===== src/rtl/sstat_pkg.sv =====
package sstat_pkg;
   localparam int NFLAG   = 5;
   localparam int IX_CE   = 0;
   localparam int IX_ORER = 1;
   localparam int IX_RDRF = 2;
   localparam int IX_TEND = 3;
   localparam int IX_TDRE = 4;

   // bit position of each flag in the status word (software decodes these)
   function automatic int flag_pos(input int ix);
      case (ix)
         IX_CE:   return 0;
         IX_ORER: return 2;
         IX_RDRF: return 5;
         IX_TEND: return 6;
         default: return 7;
      endcase
   endfunction
endpackage


===== src/rtl/sstat_cs_sync.sv =====
module sstat_cs_sync #(
   parameter int STAGES = 2,
   parameter bit IDLE   = 1'b1
) (
   input  logic clk,
   input  logic rst_n,
   input  logic pin,
   output logic lvl,
   output logic rise
);
   if (STAGES < 2) begin : g_bad_stages
      $error("sstat_cs_sync: STAGES must be at least 2");
   end

   logic [STAGES-1:0] chain;
   logic              prev;

   always_ff @(posedge clk or negedge rst_n) begin
      if (!rst_n) begin
         chain <= {STAGES{IDLE}};
         prev  <= IDLE;
      end else begin
         chain <= {chain[STAGES-2:0], pin};
         prev  <= chain[STAGES-1];
      end
   end

   assign lvl  = chain[STAGES-1];
   assign rise = lvl & ~prev;
endmodule


===== src/rtl/sstat_flag_bit.sv =====
module sstat_flag_bit (
   input  logic clk,
   input  logic rst_n,
   input  logic set_ev,
   input  logic side_clr,
   input  logic st_rd,
   input  logic st_wr,
   input  logic wr_bit,
   output logic flag
);
   logic arm;
   logic sw_clr;

   assign sw_clr = st_wr & arm & ~wr_bit;

   always_ff @(posedge clk or negedge rst_n) begin
      if (!rst_n) begin
         flag <= 1'b0;
         arm  <= 1'b0;
      end else begin
         if (set_ev)                  flag <= 1'b1;
         else if (side_clr || sw_clr) flag <= 1'b0;

         if (st_wr || side_clr)       arm <= 1'b0;
         else if (st_rd && flag)      arm <= 1'b1;
      end
   end

   p_write_one_keeps_r2: assert property (@(posedge clk) disable iff (!rst_n)
      (st_wr && wr_bit && !side_clr && flag) |=> flag);

   p_unarmed_keeps_r2: assert property (@(posedge clk) disable iff (!rst_n)
      (st_wr && !arm && !side_clr && flag) |=> flag);

   p_set_wins_r11: assert property (@(posedge clk) disable iff (!rst_n)
      (set_ev && sw_clr) |=> flag);
endmodule


===== src/rtl/sstat_flags.sv =====
module sstat_flags
   import sstat_pkg::*;
#(
   parameter int REG_W       = 8,
   parameter int SYNC_STAGES = 2,
   parameter bit CS_IDLE     = 1'b1
) (
   input  logic             clk,
   input  logic             rst_n,
   input  logic             st_rd,
   input  logic             st_wr,
   input  logic [REG_W-1:0] wdata,
   output logic [REG_W-1:0] rdata,
   input  logic             tx_data_wr,
   input  logic             rx_data_rd,
   input  logic             tx_en,
   input  logic             ev_load,
   input  logic             ev_last_bit,
   input  logic             ev_rx_done,
   input  logic             ev_xfer_start,
   input  logic             xfer_busy,
   input  logic             four_wire,
   input  logic             master,
   input  logic             cs_pin,
   output logic             rx_inhibit
);
   if (REG_W < 8) begin : g_bad_width
      $error("sstat_flags: REG_W must be at least 8");
   end

   logic [NFLAG-1:0] flg;
   logic [NFLAG-1:0] set_v;
   logic [NFLAG-1:0] clr_v;
   logic             cs_lvl, cs_rise;
   logic             tx_en_q;
   logic             unused_wdata;

   assign unused_wdata = ^wdata;

   sstat_cs_sync #(.STAGES(SYNC_STAGES), .IDLE(CS_IDLE)) u_cs (
      .clk  (clk),
      .rst_n(rst_n),
      .pin  (cs_pin),
      .lvl  (cs_lvl),
      .rise (cs_rise)
   );

   always_ff @(posedge clk or negedge rst_n) begin
      if (!rst_n) tx_en_q <= 1'b0;
      else        tx_en_q <= tx_en;
   end

   always_comb begin
      set_v          = '0;
      clr_v          = '0;
      set_v[IX_TDRE] = ev_load | (tx_en & ~tx_en_q);
      set_v[IX_TEND] = ev_last_bit & flg[IX_TDRE];
      set_v[IX_RDRF] = ev_rx_done & ~flg[IX_ORER];
      set_v[IX_ORER] = ev_rx_done & flg[IX_RDRF] & ~flg[IX_ORER];
      set_v[IX_CE]   = four_wire & (master ? (ev_xfer_start & ~cs_lvl)
                                           : (xfer_busy & cs_rise));
      clr_v[IX_TDRE] = tx_data_wr;
      clr_v[IX_TEND] = tx_data_wr;
      clr_v[IX_RDRF] = rx_data_rd;
   end

   for (genvar i = 0; i < NFLAG; i++) begin : g_flag
      sstat_flag_bit u_bit (
         .clk     (clk),
         .rst_n   (rst_n),
         .set_ev  (set_v[i]),
         .side_clr(clr_v[i]),
         .st_rd   (st_rd),
         .st_wr   (st_wr),
         .wr_bit  (wdata[flag_pos(i)]),
         .flag    (flg[i])
      );
   end

   always_comb begin
      rdata = '0;
      for (int i = 0; i < NFLAG; i++) rdata[flag_pos(i)] = flg[i];
   end

   assign rx_inhibit = flg[IX_ORER];

   p_rdrf_set_r4: assert property (@(posedge clk) disable iff (!rst_n)
      (ev_rx_done && !rx_inhibit) |=> rdata[5]);

   p_rdrf_clear_r4: assert property (@(posedge clk) disable iff (!rst_n)
      (rx_data_rd && !ev_rx_done) |=> !rdata[5]);

   p_tend_clear_r5: assert property (@(posedge clk) disable iff (!rst_n)
      (tx_data_wr && !ev_last_bit) |=> !rdata[6]);

   p_load_sets_r6: assert property (@(posedge clk) disable iff (!rst_n)
      ev_load |=> rdata[7]);

   p_blocked_rx_r8: assert property (@(posedge clk) disable iff (!rst_n)
      (rx_inhibit && ev_rx_done && !rx_data_rd) |=> $stable(rdata[5]));

   p_no_ce_two_wire_r10: assert property (@(posedge clk) disable iff (!rst_n)
      (!four_wire && !rdata[0] && !st_wr) |=> !rdata[0]);
endmodule


===== config.mk =====
export PLATFORM = sky130hd
export DESIGN_NAME = sstat_flags
export DESIGN_NICKNAME = d
export VERILOG_FILES = /design/src/rtl/sstat_pkg.sv /design/src/rtl/sstat_cs_sync.sv /design/src/rtl/sstat_flag_bit.sv /design/src/rtl/sstat_flags.sv
export SDC_FILE = /design/constraint.sdc
export NUM_CORES = 1
export LEC_CHECK = 0
export BUFFER_PORTS_ARGS = -buffer_cell sky130_fd_sc_hd__buf_2
export CORE_MARGIN = 2
export CORE_UTILIZATION = 45
export CTS_BUF_LIST = sky130_fd_sc_hd__clkbuf_8
export CTS_CLUSTER_DIAMETER = 200
export DETAILED_ROUTE_END_ITERATION = 10
export GPL_TIMING_DRIVEN = 0
export PLACE_DENSITY = 0.82
export SYNTH_ARGS = -nofsm -noshare
export SYNTH_HDL_FRONTEND = slang
export SYNTH_SLANG_ARGS = --single-unit

===== constraint.sdc =====
create_clock -name clk -period 1.1 [get_ports clk]
set_input_delay 0.22 -clock clk [delete_from_list [all_inputs] [get_ports clk]]
set_output_delay 0.22 -clock clk [all_outputs]
set_load 0.1 [all_outputs]

Word-level counts from Yosys, hierarchy flattened:

Index checks and enable logic that the tools add are counted.

* output and inout port bits: 9
* flip-flop bits (word level): 14
* input port bits: 23
* logic and storage cells: 83

* bitwise operators: 29
* reduce and logical (&&, ||, !) cells: 20
* muxes and demuxes: 21

Operators with widths (count)
* 1-bit 2-to-1 mux: 21
* 2-bit nonzero test: 10
* 1-bit bitwise AND: 19
* 1-bit inverter: 9
* 1-bit logical AND: 5
* 1-bit logical OR: 5
* 1-bit bitwise OR: 1

Longest topological paths before layout:

Gate-level depths: netlist of run 1.

* depth in word-level cells: 6
* gate-level depth with buffers: 4
* depth with buffers taken out: 3

Modules after synthesis:

Synthesis of run 1 repeated with hierarchy kept, for this count alone.

* cell total of the unflattened synthesis: 53
* area total of the unflattened synthesis: 610.6 um^2

By module, submodules not included
* sstat_flag_bit: area an instance 80.1 um^2, cells each 7, instances 5, seq. area each 50.0 um^2
* sstat_flags: area an instance 117.6 um^2, cells each 14, instances 1, seq. area each 25.0 um^2
* sstat_cs_sync: area an instance 92.6 um^2, cells each 4, instances 1, seq. area each 78.8 um^2

Worst setup path after synthesis of run 1:

Ideal clock, no wire load.

* path kind: register to output
* from: register g_flag[1].u_bit.flag
* to: output port rdata[2]
* setup slack: -0.506 ns
* data arrival time: 1.386 ns
* data required time: 0.880 ns
* buffers on the path: 1
* stages on the path, launching flop included: 2
* cell sequence: dfrtp_1 -> buf_4

RTL lines
* start: declaration: line sstat_flag_bit.sv:9 `output logic flag`
* start signal: assignment: line sstat_flag_bit.sv:18 `flag <= 1'b0;`
* start signal: assignment: line sstat_flag_bit.sv:21 `if (set_ev) flag <= 1'b1;`
* start signal: assignment: line sstat_flag_bit.sv:22 `else if (side_clr || sw_clr) flag <= 1'b0;`
* end: declaration: line sstat_flags.sv:13 `output logic [REG_W-1:0] rdata,`

No word-level cell between the ends.

Final worst setup path of run 1:

* from: register g_flag[1].u_bit.flag
* to: output port rdata[2]

No word-level cell between the ends.

==> results of run 1 <==
[kinds of logic after synthesis]
family                 Yosys count
AOI/OAI and AO/OA               13
and+or+nand+nor                 16
buffers and inverters           11
other                            1
DFF                             14
[worst max-delay path, cell delays in order (launching register included)]
cell     delay (ns)
dfrtp_4        0.49
buf_8          0.13
buf_12         0.15
[power by group through the flow]
stage | combinational, mW | sequential (mW) | clock [mW]
floorplan | 0.617 | 0.812 | 0
global placement | 0.863 | 0.686 | 0
detailed placement | 0.868 | 0.689 | 0
CTS | 1.11 | 0.674 | 0.486
global route | 1.16 | 0.688 | 0.512
finish | 1.11 | 0.678 | 0.481
[per-stage QoR]
stage	hold slack, ns	TNS [ns]	power (mW)	cells	area (um^2)
after floorplan	-0.0756	0	1.43	57	622
after global placement	0.124	-0.0651	1.55	96	761
after detailed placement	0.127	-0.0689	1.56	96	761
after CTS	0.0762	-0.219	2.27	102	911
after global routing	0.0674	-0.271	2.36	102	911
final	0.0789	-0.225	2.27	102	911
[cells in the final DEF (no fill, tap or decap), types with 2 or more instances in the layout]
master	synthesis	final
nor2b_1	2	2
dfrtp_1	11	10
dfstp_2	3	3
inv_1	2	2
nand2_1	5	5
clkbuf_8	0	4
nor3_1	3	3
buf_2	0	18
o21ai_1	6	6
nor2_1	2	2
a21oi_1	5	5
buf_4	8	9
conb_1	1	3
buf_12	0	5
[routing by layer]
metal	up-vias	GRT usage (%)	wire length (um)
li1	242	-	-
met1	211	21.4	497
met2	18	21.4	517
met3	2	3.26	53
met4	0	7.50	12
met5	-	0	0
[flip-flops by register name, indices dropped and copies added (netlist names)]
register / flops
g_flag.u_bit.flag: 5
tx_en_q: 1
u_cs.prev: 1
u_cs.chain: 2
g_flag.u_bit.arm: 5
[worst paths after layout]
kind | from | to | slack, ns | cells past startpoint
worst max-delay path | g_flag[1].u_bit.flag$_DFFE_PN0P_ | rdata[2] | -0.13 | 2
worst max register to register | u_cs.chain[1]$_DFF_PN1_ | g_flag[0].u_bit.flag$_DFFE_PN0P_ | 0.10 | 3
min in group asynchronous | rst_n | g_flag[2].u_bit.arm$_DFFE_PN0P_ | 0.40 | 2
worst min-delay path | cs_pin | u_cs.chain[0]$_DFF_PN1_ | 0.08 | 1
max in group asynchronous | rst_n | u_cs.prev$_DFF_PN1_ | 0.42 | 2
worst min register to register | u_cs.chain[0]$_DFF_PN1_ | u_cs.chain[1]$_DFF_PN1_ | 0.36 | 0
[final cells by class]
class / count / area (um^2)
Buffer: 5 / 48.8
Clock buffer: 4 / 55.1
Fill cell: 89 / 358
Inverter: 2 / 7.51
Multi-Input combinational cell: 32 / 178
Sequential cell: 14 / 358
Tap cell: 15 / 18.8
Timing Repair Buffer: 30 / 245
[what timing repair did]
| item | 4_1_cts | 5_1_grt |
|---|---|---|
| setup endpoints to repair | 6 | 2 |
| setup buffers | 5 | 0 |
| pin swaps | 0 | 0 |
| hold buffers | 1 | 0 |
| hold endpoints to repair | 11 | 0 |
| resized for setup | 21 | 0 |
==> metrics.txt, run 1 <==
# TYPE chip_impl_metric gauge
chip_impl_info{name="result_of_the_run",value="finished, violations left"} 1
chip_impl_info{name="failed_checks",value="setup timing"} 1
chip_impl_metric{name="synth.area.mux_share",unit="%"} 0
chip_impl_metric{name="power.ir.vdd_worst",unit="uV"} 1340
chip_impl_metric{name="worstPathArrival",unit="ns"} 1.01
chip_impl_metric{name="die_width",unit="um"} 40.6
chip_impl_metric{name="postLayoutSetupSlackWorst",unit="ns"} -0.131
chip_impl_info{name="yosys.area.top_type",value="dfrtp_1"} 1
chip_impl_info{name="crit_type",value="reg -> out"} 1
chip_impl_metric{name="synth-seq-cells",unit=""} 14
chip_impl_metric{name="cts_buffers",unit=""} 3
chip_impl_metric{name="vias",unit=""} 473
chip_impl_metric{name="initial_utilization",unit="%"} 47.5
chip_impl_metric{name="wire_length_of_the_first_global_routing_pass",unit="um"} 1580
chip_impl_metric{name="synth-simple-area-share",unit="%"} 15.1
chip_impl_metric{name="layout.core_utilization",unit="%"} 71.8
chip_impl_metric{name="post_drt_wl_per_cell",unit="um"} 10.6
chip_impl_metric{name="cts_buffer_depth",unit=""} 2
chip_impl_metric{name="first_global_vias",unit=""} 376
chip_impl_metric{name="synth_compound_area_share",unit="%"} 12.4
chip_impl_metric{name="post-route-period-util",unit="%"} 112
chip_impl_info{name="critPathCaptureType",value="primary output"} 1
chip_impl_metric{name="power_switching",unit="uW"} 937
chip_impl_metric{name="netSwitchingFraction",unit="%"} 41.3
chip_impl_metric{name="worst-path-max-fanout",unit=""} 3
chip_impl_metric{name="grt_overflow_total",unit=""} 0
chip_impl_metric{name="boundaryPins",unit=""} 32
chip_impl_metric{name="pin_count_of_the_biggest_net_entering_global_routing",unit=""} 15
chip_impl_metric{name="cell_area_synth",unit="um^2"} 603
chip_impl_metric{name="numPortBuffers",unit=""} 24
chip_impl_info{name="cts-root-buf",value="clkbuf_8"} 1
chip_impl_metric{name="post_synth_num_cell_types",unit=""} 18
chip_impl_info{name="post_synth_most_frequent_cells",value="dfrtp_1 (11), buf_4 (8), o21ai_1 (6)"} 1
chip_impl_metric{name="antenna_cells",unit=""} 0
chip_impl_metric{name="leakagePower",unit="nW"} 0.449
chip_impl_metric{name="share_of_total_power_in_the_clock_network",unit="%"} 21.2
chip_impl_metric{name="synth_adder_area_share",unit="%"} 0
chip_impl_metric{name="gp_congestion",unit=""} 0.774
chip_impl_metric{name="power.combinational.fraction",unit="%"} 48.9
chip_impl_metric{name="skew",unit="ns"} 0.00167
chip_impl_metric{name="maxSlewViolCount",unit=""} 0
chip_impl_metric{name="synthArstFlopShare",unit="%"} 100
chip_impl_metric{name="drc_errors",unit=""} 0
chip_impl_metric{name="hold_viol_final",unit=""} 0
chip_impl_metric{name="cellPowerDensity",unit="nW/um^2"} 2490
chip_impl_metric{name="synth.top_cell.area_share",unit="%"} 45.6
chip_impl_metric{name="layout-area-overhead-vs-synth",unit="%"} 51.0
chip_impl_metric{name="drt_iter0_drc",unit=""} 6
chip_impl_metric{name="die_height",unit="um"} 40.6
chip_impl_info{name="ys.flop_type",value="dfrtp_1"} 1
chip_impl_metric{name="post_drt_via_cell_ratio",unit=""} 4.64
chip_impl_metric{name="setup-violations-final",unit=""} 2
chip_impl_metric{name="dpl_worst_slack",unit="ns"} -0.0459
chip_impl_metric{name="num_rows",unit=""} 13
chip_impl_metric{name="dr.pass1.iters",unit=""} 4
chip_impl_info{name="grt_setup_unrepaired",value="yes"} 1
chip_impl_metric{name="yosysWarnings",unit=""} 0
chip_impl_info{name="hold_path_class",value="in -> reg"} 1
chip_impl_metric{name="die_area",unit="um^2"} 1650
chip_impl_info{name="setup.worst_path.start_class",value="flop"} 1
chip_impl_info{name="largest_family_of_logic_cells_by_synthesized_area",value="simple AND/OR/NAND/NOR gates"} 1
chip_impl_metric{name="clk_pin_slew_worst_paths",unit="ns"} 0.05
chip_impl_metric{name="sink_count",unit=""} 14
chip_impl_metric{name="ant_nets",unit=""} 0
chip_impl_info{name="cts_tree",value="done"} 1
chip_impl_metric{name="synthXorXnorAreaFrac",unit="%"} 0
chip_impl_metric{name="fin_nets",unit=""} 111
chip_impl_metric{name="timing.max_cap.violations",unit=""} 0
chip_impl_metric{name="antenna_violations_before_repair",unit=""} 0
chip_impl_metric{name="max_freq",unit="GHz"} 0.812
chip_impl_metric{name="placeableCoreArea",unit="um^2"} 1270
chip_impl_metric{name="post_synth_inst_count",unit=""} 55
chip_impl_metric{name="internal-power",unit="mW"} 1.33
chip_impl_metric{name="dp_hpwl",unit="um"} 770
chip_impl_info{name="yosysMostFrequentCell",value="dfrtp_1"} 1
chip_impl_metric{name="grt_util_all_layers",unit="%"} 15.0
chip_impl_info{name="synth_top_cells_by_area",value="dfrtp_1 (46%), dfstp_2 (13%), buf_4 (10%)"} 1
chip_impl_metric{name="ys_seq_area_share",unit="%"} 58.7
chip_impl_metric{name="post_route_cells_drive_above_1_share",unit="%"} 49.4
chip_impl_metric{name="drt-total-wl",unit="um"} 1080
chip_impl_metric{name="worst-endpoint-required",unit="ns"} 0.88
chip_impl_metric{name="period_minus_slack",unit="ns"} 1.23
chip_impl_metric{name="ctsHtreeMaxLevel",unit=""} 1
chip_impl_metric{name="clock_latency",unit="ns"} 0.24
chip_impl_metric{name="count_of_flip_flops_with_a_built_in_enable_after_synthesis",unit=""} 0
chip_impl_metric{name="syn_area_per_cell",unit="um^2"} 11.0
chip_impl_metric{name="sequentialPowerShare",unit="%"} 29.9
(Power assumes the default switching activity.)
==> run 2: changes to the inputs <==
SETUP_SLACK_MARGIN = 0.15   (was not set)
==> run 2 against run 1 <==
Net effect: the flow still finishes with violations (setup timing); largest power group unchanged; fmax down 1.1%; clock power down 16%; critical path depth unchanged; clock-buffer cell count down 1; global-route usage up 4.2 points; via count up 13%; total power up 4.1%; wire length up 28%; first-iteration DRC count up 17%.
==> metrics.txt, run 2 (same netlist as run 1, synthesis figures left out) <==
# TYPE chip_impl_metric gauge
chip_impl_info{name="layout_top_registers",value="g_flag.u_bit.arm x5, g_flag.u_bit.flag x5, u_cs.chain x2"} 1
chip_impl_metric{name="post_drt_via_cell_ratio",unit=""} 4.90
chip_impl_info{name="critPathCaptureType",value="primary output"} 1
chip_impl_info{name="result_of_the_run",value="finished, violations left"} 1
chip_impl_metric{name="worstPathArrival",unit="ns"} 1.03
chip_impl_metric{name="fillCellCount",unit=""} 77
chip_impl_info{name="final_cell_mix",value="buf_2 (18), buf_4 (11), dfrtp_1 (10)"} 1
chip_impl_metric{name="hold_viol_final",unit=""} 0
chip_impl_metric{name="gp_congestion",unit=""} 0.768
chip_impl_metric{name="timing.max_cap.violations",unit=""} 0
chip_impl_metric{name="die_width",unit="um"} 40.6
chip_impl_metric{name="wire_length_of_the_first_global_routing_pass",unit="um"} 1950
chip_impl_metric{name="post_route_cells_drive_above_1_share",unit="%"} 58.5
chip_impl_info{name="setup.worst_path.start_class",value="flop"} 1
chip_impl_metric{name="ant_nets",unit=""} 0
chip_impl_info{name="final_common_cell",value="buf_2"} 1
chip_impl_metric{name="placeableCoreArea",unit="um^2"} 1270
chip_impl_metric{name="cts_buffer_depth",unit=""} 2
chip_impl_metric{name="die_area",unit="um^2"} 1650
chip_impl_metric{name="drt-total-wl",unit="um"} 1390
chip_impl_metric{name="hold-worst-slack",unit="ns"} 0.0826
chip_impl_metric{name="clk_pin_slew_worst_paths",unit="ns"} 0.05
chip_impl_metric{name="initial_utilization",unit="%"} 47.5
chip_impl_metric{name="clock_latency",unit="ns"} 0.24
chip_impl_metric{name="antenna_violations_before_repair",unit=""} 0
chip_impl_metric{name="die_height",unit="um"} 40.6
chip_impl_info{name="cts-root-buf",value="clkbuf_8"} 1
chip_impl_metric{name="drc_errors",unit=""} 0
chip_impl_metric{name="pin_count_of_the_biggest_net_entering_global_routing",unit=""} 15
chip_impl_metric{name="vias",unit=""} 534
chip_impl_info{name="cp-startpoint",value="g_flag[1].u_bit.flag$_DFFE_PN0P_"} 1
chip_impl_metric{name="grt_overflow_total",unit=""} 0
chip_impl_metric{name="maxSlewViolCount",unit=""} 0
chip_impl_info{name="crit_type",value="reg -> out"} 1
chip_impl_metric{name="final_cells",unit=""} 109
chip_impl_metric{name="grt_util_all_layers",unit="%"} 19.2
chip_impl_metric{name="max_freq",unit="GHz"} 0.803
chip_impl_metric{name="layout.core_utilization",unit="%"} 79.8
chip_impl_info{name="grt_setup_unrepaired",value="yes"} 1
chip_impl_metric{name="sink_count",unit=""} 14
chip_impl_metric{name="setup_tns",unit="ns"} -0.343
chip_impl_metric{name="cts_buffers",unit=""} 3
chip_impl_metric{name="postLayoutSetupSlackWorst",unit="ns"} -0.145
chip_impl_metric{name="cellPowerDensity",unit="nW/um^2"} 2330
chip_impl_metric{name="fin_nets",unit=""} 118
chip_impl_info{name="hold_start",value="cs_pin"} 1
chip_impl_metric{name="boundaryPins",unit=""} 32
chip_impl_metric{name="first_global_vias",unit=""} 482
chip_impl_info{name="regToRegStartpoint",value="g_flag[4].u_bit.flag$_DFFE_PN0P_"} 1
chip_impl_info{name="failed_checks",value="setup timing"} 1
chip_impl_metric{name="numPortBuffers",unit=""} 24
chip_impl_metric{name="skew",unit="ns"} 0.00325
chip_impl_metric{name="worst-endpoint-required",unit="ns"} 0.88
chip_impl_metric{name="dr.pass1.iters",unit=""} 4
chip_impl_metric{name="post-route-period-util",unit="%"} 113
chip_impl_metric{name="ctsHtreeMaxLevel",unit=""} 1
chip_impl_metric{name="antenna_cells",unit=""} 0
chip_impl_metric{name="num_rows",unit=""} 13
chip_impl_metric{name="period_minus_slack",unit="ns"} 1.25
chip_impl_metric{name="drt_iter0_drc",unit=""} 7
chip_impl_metric{name="setup-violations-final",unit=""} 6
chip_impl_info{name="hold_path_class",value="in -> reg"} 1
chip_impl_metric{name="power.ir.vdd_worst",unit="uV"} 1310
chip_impl_metric{name="dp_hpwl",unit="um"} 861
chip_impl_info{name="cts_tree",value="done"} 1
chip_impl_metric{name="worst-path-max-fanout",unit=""} 3
chip_impl_metric{name="place.detailed.instances",unit=""} 96
chip_impl_metric{name="layout-area-overhead-vs-synth",unit="%"} 67.8
chip_impl_metric{name="post_drt_wl_per_cell",unit="um"} 12.7
chip_impl_metric{name="leakagePower",unit="nW"} 0.501
[run 2: cell count changes in the layout (fill, tap and decap cells not counted), sizes merged]
cell,delta
buf,+7
inv,+1
clkbuf,-1
[run 2: cell type report]
type	count	area (um^2)	share of cell area, %
Sequential cell	14	358	35.4
Timing Repair Buffer	33	272	26.8
Multi-Input combinational cell	32	213	21.0
Buffer	9	98.8	9.77
Clock buffer	3	41.3	4.08
Tap cell	15	18.8	1.85
Inverter	2	7.51	0.742
Clock inverter	1	3.75	0.371
[run 2: routing by layer]
metal,track usage (%),up-vias,part of all wire (%)
met4,8.33,0,3.2
met2,33.3,29,56
met3,6.52,4,6.9
met5,0,-,0
met1,21.0,248,34
li1,-,253,-
[run 2: critical path: stages (launching register included)]
cell	delay [ns]
dfrtp_4	0.50
buf_12	0.14
buf_12	0.15
[run 2: repair_timing]
item                                    CTS  global route
endpoints found under the setup margin    7            10
buffers inserted                          6             2
resized for setup                        26             7
pin swaps                                 1             7
hold buffers                              1             0
hold endpoints to repair                 11             0
[run 2: stage by stage]
step           setup slack (ns)  total power, mW  area, um^2
4_1_cts                  -0.143             2.31         962
3_5_place_dp            -0.0638             1.59         766
5_1_grt                  -0.163             2.46        1010
2_1_floorplan            0.0363             1.45         627
3_3_place_gp            -0.0558             1.57         766
6_report                 -0.145             2.36        1010
[run 2: final timing paths]
check | end | slack, ns | cells past startpoint
hold reg to reg | u_cs.chain[1]$_DFF_PN1_ | 0.37 | 0
setup reg to reg | g_flag[4].u_bit.flag$_DFFE_PN0P_ | 0.07 | 3
setup / recovery | rdata[2] | -0.15 | 2
hold / removal | u_cs.chain[0]$_DFF_PN1_ | 0.08 | 1
max in group asynchronous | u_cs.chain[1]$_DFF_PN1_ | 0.42 | 2
min in group asynchronous | g_flag[2].u_bit.arm$_DFFE_PN0P_ | 0.40 | 2
[run 2: report_power, final]
| part | internal, mW | total (mW) | switching (mW) |
|---|---|---|---|
| combinational | 0.520 | 1.27 | 0.755 |
| sequential | 0.608 | 0.680 | 0.0715 |
| clock | 0.246 | 0.405 | 0.159 |
| total | 1.37 | 2.36 | 0.985 |
